==> config.mk <==
export PLATFORM = sky130hd
export DESIGN_NAME = bitplane_ecc_enc
export DESIGN_NICKNAME = d
export VERILOG_FILES = /design/src/rtl/bpe_pkg.sv /design/src/rtl/bpe_plane_sel.sv /design/src/rtl/bpe_rs_par.sv /design/src/rtl/bpe_crc16.sv /design/src/rtl/bitplane_ecc_enc.sv
export SDC_FILE = /design/constraint.sdc
export NUM_CORES = 2
export LEC_CHECK = 0
export BUFFER_PORTS_ARGS = -buffer_cell sky130_fd_sc_hd__buf_2
export CAP_MARGIN = 10
export CORE_AREA = 8 8 448 450
export CTS_CLUSTER_SIZE = 28
export DETAILED_ROUTE_END_ITERATION = 7
export DIE_AREA = 0 0 456 458
export GPL_TIMING_DRIVEN = 0
export SYNTH_ARGS = -nofsm -noshare
export SYNTH_HDL_FRONTEND = slang
export SYNTH_SLANG_ARGS = --single-unit
==> constraint.sdc <==
create_clock -name clk_i -period 12.5 [get_ports clk_i]
set_input_delay 0.625 -clock clk_i [delete_from_list [all_inputs] [get_ports clk_i]]
set_output_delay 0.625 -clock clk_i [all_outputs]
set_load 0.02 [all_outputs]
==> src/rtl/bpe_pkg.sv <==
package bpe_pkg;

  // GF(2^8) multiply, field polynomial x^8+x^4+x^3+x^2+1
  function automatic logic [7:0] gf_mul(input logic [7:0] a, input logic [7:0] b);
    logic [7:0] r, x, y;
    r = '0;
    x = a;
    y = b;
    for (int n = 0; n < 8; n++) begin
      if (y[0]) r = r ^ x;
      y = y >> 1;
      x = x[7] ? ((x << 1) ^ 8'h1d) : (x << 1);
    end
    return r;
  endfunction

  // generator with roots alpha^0..alpha^3, returns {c3,c2,c1,c0} (monic x^4 implied)
  function automatic logic [31:0] rs_gen();
    logic [4:0][7:0] c;
    logic [7:0] root;
    c = '0;
    c[0] = 8'h01;
    root = 8'h01;
    for (int r = 0; r < 4; r++) begin
      for (int k = 4; k >= 0; k--) begin
        c[k] = ((k > 0) ? c[k-1] : 8'h00) ^ gf_mul(c[k], root);
      end
      root = gf_mul(root, 8'h02);
    end
    return {c[3], c[2], c[1], c[0]};
  endfunction

  localparam logic [15:0] CRC_POLY = 16'h1021;
  localparam logic [15:0] CRC_INIT = 16'hffff;

endpackage

==> src/rtl/bpe_plane_sel.sv <==
module bpe_plane_sel #(
  parameter int W  = 16,
  parameter int M  = 64,
  localparam int IW = $clog2(W)
) (
  input  logic [M*W-1:0] grp_i,
  input  logic [IW-1:0]  idx_i,
  output logic [M-1:0]   plane_o
);
  for (genvar k = 0; k < M; k++) begin : g_word
    logic [W-1:0] word;
    assign word       = grp_i[k*W +: W];
    assign plane_o[k] = word[idx_i];
  end
endmodule

==> src/rtl/bpe_rs_par.sv <==
module bpe_rs_par #(
  parameter int M = 64,
  localparam int SYMS = M / 8
) (
  input  logic         clk_i,
  input  logic         rst_ni,
  input  logic         clr_i,
  input  logic         en_i,
  input  logic [M-1:0] data_i,
  output logic [31:0]  par_o
);
  import bpe_pkg::*;
  localparam logic [31:0] G = rs_gen();

  logic [3:0][7:0] par_q, par_d;

  // SYMS symbols per plane, most significant byte first
  always_comb begin
    logic [3:0][7:0] p;
    logic [7:0] d, fb;
    p = par_q;
    for (int s = 0; s < SYMS; s++) begin
      d    = data_i[M-1-8*s -: 8];
      fb   = d ^ p[3];
      p[3] = p[2] ^ gf_mul(fb, G[31:24]);
      p[2] = p[1] ^ gf_mul(fb, G[23:16]);
      p[1] = p[0] ^ gf_mul(fb, G[15:8]);
      p[0] = gf_mul(fb, G[7:0]);
    end
    par_d = p;
  end

  always_ff @(posedge clk_i or negedge rst_ni) begin
    if (!rst_ni)    par_q <= '0;
    else if (clr_i) par_q <= '0;
    else if (en_i)  par_q <= par_d;
  end

  assign par_o = par_q;
endmodule

==> src/rtl/bpe_crc16.sv <==
module bpe_crc16 #(
  parameter int M = 64
) (
  input  logic         clk_i,
  input  logic         rst_ni,
  input  logic         clr_i,
  input  logic         en_i,
  input  logic [M-1:0] data_i,
  output logic [15:0]  crc_o
);
  import bpe_pkg::*;

  logic [15:0] crc_q, crc_d;

  always_comb begin
    logic [15:0] c;
    logic fb;
    c = crc_q;
    for (int b = M - 1; b >= 0; b--) begin
      fb = c[15] ^ data_i[b];
      c  = {c[14:0], 1'b0} ^ (fb ? CRC_POLY : 16'h0000);
    end
    crc_d = c;
  end

  always_ff @(posedge clk_i or negedge rst_ni) begin
    if (!rst_ni)    crc_q <= CRC_INIT;
    else if (clr_i) crc_q <= CRC_INIT;
    else if (en_i)  crc_q <= crc_d;
  end

  assign crc_o = crc_q;
endmodule

==> src/rtl/bitplane_ecc_enc.sv <==
module bitplane_ecc_enc #(
  parameter bit FMT_FP8 = 1'b0,
  parameter int M       = 64,
  localparam int W      = FMT_FP8 ? 8 : 16,
  localparam int MANT   = FMT_FP8 ? 3 : 7,
  localparam int IW     = $clog2(W)
) (
  input  logic           clk_i,
  input  logic           rst_ni,
  input  logic           in_valid_i,
  output logic           in_ready_o,
  input  logic [M*W-1:0] in_data_i,
  input  logic           crc_en_i,
  output logic           pl_valid_o,
  input  logic           pl_ready_i,
  output logic [M-1:0]   pl_data_o,
  output logic [IW-1:0]  pl_idx_o,
  output logic           pl_crit_o,
  output logic           pl_last_o,
  output logic           sum_valid_o,
  output logic [31:0]    rs_par_o,
  output logic           crc_valid_o,
  output logic [15:0]    crc_o
);
  localparam logic [IW-1:0] MANT_IDX = IW'(MANT);
  localparam logic [IW-1:0] TOP_IDX  = IW'(W - 1);

  logic [M*W-1:0] grp_q;
  logic [IW-1:0]  idx_q;
  logic           busy_q, done_q, crc_en_q;
  logic           load, xfer, crit, last;
  logic [15:0]    crc_raw;

  assign load = in_valid_i && !busy_q;
  assign xfer = busy_q && pl_ready_i;
  assign crit = idx_q >= MANT_IDX;
  assign last = idx_q == '0;

  always_ff @(posedge clk_i or negedge rst_ni) begin
    if (!rst_ni) begin
      grp_q    <= '0;
      idx_q    <= '0;
      busy_q   <= 1'b0;
      done_q   <= 1'b0;
      crc_en_q <= 1'b0;
    end else begin
      done_q <= 1'b0;
      if (load) begin
        grp_q    <= in_data_i;
        idx_q    <= TOP_IDX;
        busy_q   <= 1'b1;
        crc_en_q <= crc_en_i;
      end else if (xfer) begin
        if (last) begin
          busy_q <= 1'b0;
          done_q <= 1'b1;
        end else begin
          idx_q <= idx_q - 1'b1;
        end
      end
    end
  end

  bpe_plane_sel #(.W(W), .M(M)) u_sel (
    .grp_i  (grp_q),
    .idx_i  (idx_q),
    .plane_o(pl_data_o)
  );

  bpe_rs_par #(.M(M)) u_rs (
    .clk_i (clk_i),
    .rst_ni(rst_ni),
    .clr_i (load),
    .en_i  (xfer && crit),
    .data_i(pl_data_o),
    .par_o (rs_par_o)
  );

  bpe_crc16 #(.M(M)) u_crc (
    .clk_i (clk_i),
    .rst_ni(rst_ni),
    .clr_i (load),
    .en_i  (xfer && !crit && crc_en_q),
    .data_i(pl_data_o),
    .crc_o (crc_raw)
  );

  assign in_ready_o  = !busy_q;
  assign pl_valid_o  = busy_q;
  assign pl_idx_o    = idx_q;
  assign pl_crit_o   = busy_q && crit;
  assign pl_last_o   = busy_q && last;
  assign sum_valid_o = done_q;
  assign crc_valid_o = done_q && crc_en_q;
  assign crc_o       = crc_en_q ? crc_raw : 16'h0000;
endmodule

==> impl_metrics.csv <==
group,metric,value,unit
run_status,outcome,"finished clean",
global_routing,track_usage,0.251,
worst_setup_path,crit_path_top_delay_cell,"mux4_2",
hold_path,worst_hold_path_type,"input port to register",
worst_setup_path,slowest_delay,650,ps
clocking,cts_root_buffer,"clkbuf_16",
detailed_routing,first_pass_iters,8,
yosys,synth-xor-area-share,0.178,
die,num_rows,162,
detailed_routing,finalWirelength,271,mm
worst_setup_path,worst_path_dominant_cell_family,"buffers and inverters",
layout,nets,9075,
global_routing,antenna_found_initial,51,
die,die-area,209000,µm²
yosys,synth_compound_area_frac,0.0125,
worst_setup_path,cp_common_cell,"buf_2",
timing,skew,108,ps
detailed_routing,routedWlPerCell,25.2,µm
worst_setup_path,ff2ff_setup_slack,560,ps
worst_setup_path,start_kind,"register",
yosys,synth_top_family_by_area,"simple AND/OR/NAND/NOR gates",
layout,drive_gt1_frac,0.227,
yosys,syn_inst,6053,
global_routing,grt_pass1_wl,387,mm
detailed_routing,drc,0,
worst_setup_path,critPathBufInv,18,
yosys,synthAdderAreaFrac,0.000420,
worst_setup_path,endpoint_kind,"register",
yosys,synthMuxAreaShare,0.116,
timing,period_share,0.955,
timing,fin_crit,11940,ps
clocking,post_cts.repair.setup_buffers,0,
timing,setup_violations,0,
timing,setup_slack,558,ps
clocking,htreeDepth,3,
yosys,synth_cell_type_count,66,
die,core,194000,µm²
yosys,synthSimpleGateAreaFrac,0.212,
yosys,syn_area_per_cell,9.83,µm²
yosys,synth_flop_cell,"dfrtp_1",
clocking,cts_buffer_depth,3,
clocking,clk_pin_slew,60,ps
die,die_h,458,µm
clocking,cts_made_buffers,121,
place,gp_congestion,0.940,
timing,worst_pin_slew,1160,ps
layout,final_common_cell,"nand2_1",
place,portBuffers,1150,
worst_setup_path,required,13180,ps
die,start_util,0.308,
global_routing,grt-ovfl-total,0,
timing,relSlewSlack,0.204,
clocking,clock_latency,840,ps
yosys,synthArstFlopShare,1.00,
timing,rsz0062_at_grt,"no",
detailed_routing,antenna_left,0,
worst_setup_path,path_max_fanout,19,
layout,area_growth,35.0,%
yosys,ys_seq_area_frac,0.454,
die,dieWidth,456,µm
global_routing,grt_max_degree,170,
yosys,syn_nets,7084,
global_routing,grt_pass1_vias,56200,
place,pre_cts_slack,-1950,ps
yosys,netlist_area,59500,µm²
worst_setup_path,criticalPathCategory,"register to register",
clocking,cts.sinks,1079,
detailed_routing,vias,52800,
yosys,ys_warn_count,0,
detailed_routing,first_iter_violations,4425,
timing,slew_violations,0,
worst_setup_path,cp.arrival,12620,ps
yosys,synth_edf_count,0,
die,io_pins,1151,
detailed_routing,via_per_inst,4.92,
layout,final_cell_mix,"nand2_1 (3137), buf_2 (1175), dfrtp_1 (1062), dlygate4sd3_1 (700), xnor2_1 (473)",
job,drv_cap,0,
yosys,yosys_register_bits,1079,
timing,hold_viol,0,
clocking,cts_tree,"yes",
place,dp_hpwl,213,mm
timing,clock.fmax,0.0837,GHz
Yosys cell counts, types with 5 or more instances:
master / count / area [µm²]
a211oi_1: 6 / 45.0
a21oi_1: 21 / 105
a221oi_1: 6 / 52.6
a22o_1: 6 / 52.6
a22oi_1: 13 / 97.6
a31oi_1: 7 / 43.8
and2_1: 22 / 138
and3_1: 7 / 43.8
buf_1: 13 / 48.8
buf_2: 29 / 145
buf_4: 16 / 120
buf_6: 19 / 214
clkbuf_1: 260 / 976
dfrtp_1: 1063 / 26600
dfstp_2: 16 / 420
inv_1: 7 / 26.3
mux2_2: 17 / 191
mux2i_1: 70 / 701
mux4_2: 260 / 5860
nand2_1: 3137 / 11800
nand2b_1: 6 / 37.5
nand3_1: 41 / 205
nor2_1: 19 / 71.3
nor2b_1: 8 / 50.1
nor3_1: 18 / 90.1
nor3b_1: 6 / 45.0
o211ai_1: 6 / 45.0
o21ai_0: 22 / 110
o21ai_1: 17 / 85.1
o22ai_1: 8 / 50.1
xnor2_1: 474 / 4150
xnor2_2: 35 / 569
xnor2_4: 6 / 165
xnor3_1: 132 / 2970
xnor3_2: 12 / 285
xor2_1: 153 / 1340
xor2_2: 16 / 260
xor3_1: 27 / 642
xor3_2: 5 / 125
per-stage QoR:
| stage | hold WS, ps | cell area [µm²] | utilization | std cells | setup TNS (ps) |
|---|---|---|---|---|---|
| after global placement | 452 | 68500 | 0.354 | 9745 | - |
| after CTS | 0.271 | 80200 | 0.414 | 10700 | -15.2 |
| final | 65.1 | 80300 | 0.415 | 10700 | 0 |
| after global routing | 27.9 | 80300 | 0.415 | 10700 | 0 |
| after detailed placement | 458 | 68900 | 0.356 | 9766 | -53710 |
| after floorplan | 329 | 59500 | - | 6053 | 0 |
registers in the layout, indices dropped and copies added (netlist names):
name,cells
crc_en_q,1
grp_q,1024
u_rs.par_o,32
pl_idx_o,4
u_crc.crc_o,16
pl_valid_o,1
sum_valid_o,1
worst paths after layout:
kind | startpoint | end | depth (start not counted)
worst max-delay path | pl_idx_o[1] | u_rs.par_o[28] | 32
worst min-delay path | in_data_i[549] | grp_q[549] | 3
worst max register to register | pl_idx_o[1] | u_rs.par_o[28] | 32
worst min register to register | grp_q[522] | grp_q[522] | 2
max in group asynchronous | rst_ni | grp_q[80] | 6
min in group asynchronous | rst_ni | grp_q[909] | 2
cell type report:
class | count | area (µm²)
Antenna cell | 47 | 118
Buffer | 339 | 1630
Clock buffer | 175 | 3540
Clock inverter | 46 | 684
Fill cell | 18600 | 113000
Inverter | 9 | 33.8
Multi-Input combinational cell | 4623 | 31000
Sequential cell | 1079 | 27000
Tap cell | 2542 | 3180
Timing Repair Buffer | 1871 | 13200
what timing repair did:
item | 4_1_cts | 5_1_grt
endpoints found under the setup margin | 49 | 22
hold buffers | 700 | 0
endpoints found under the hold margin | 759 | 0
resized for setup | 16 | 5
cells by family (layout without fill, tap and decap cells):
kind of cell | after synthesis | in the layout
adder cells (fa/ha/maj) | 2 | 2
multiplexers | 357 | 357
other | 0 | 47
flip-flops | 1079 | 1079
AO/OA/AOI/OAI | 118 | 118
AND/OR/NAND/NOR | 3282 | 3282
XOR/XNOR | 864 | 864
buffers and inverters | 351 | 2440
worst register-to-register path, delay by kind of cell, from the launching register on:
kind	cells	cell delay, ps
buf+inv	18	6270
xor+xnor	11	3880
mux	2	1030
flops	1	560
compound gates	1	120
layer usage:
metal / global-route usage / wire, µm
met5: 0 / 24
met4: 0.175 / 22400
met3: 0.0494 / 17400
met2: 0.423 / 131000
met1: 0.286 / 100000
Power is not shown: default switching activity piles up to over one toggle a cycle in this logic, so the estimate is an artifact.
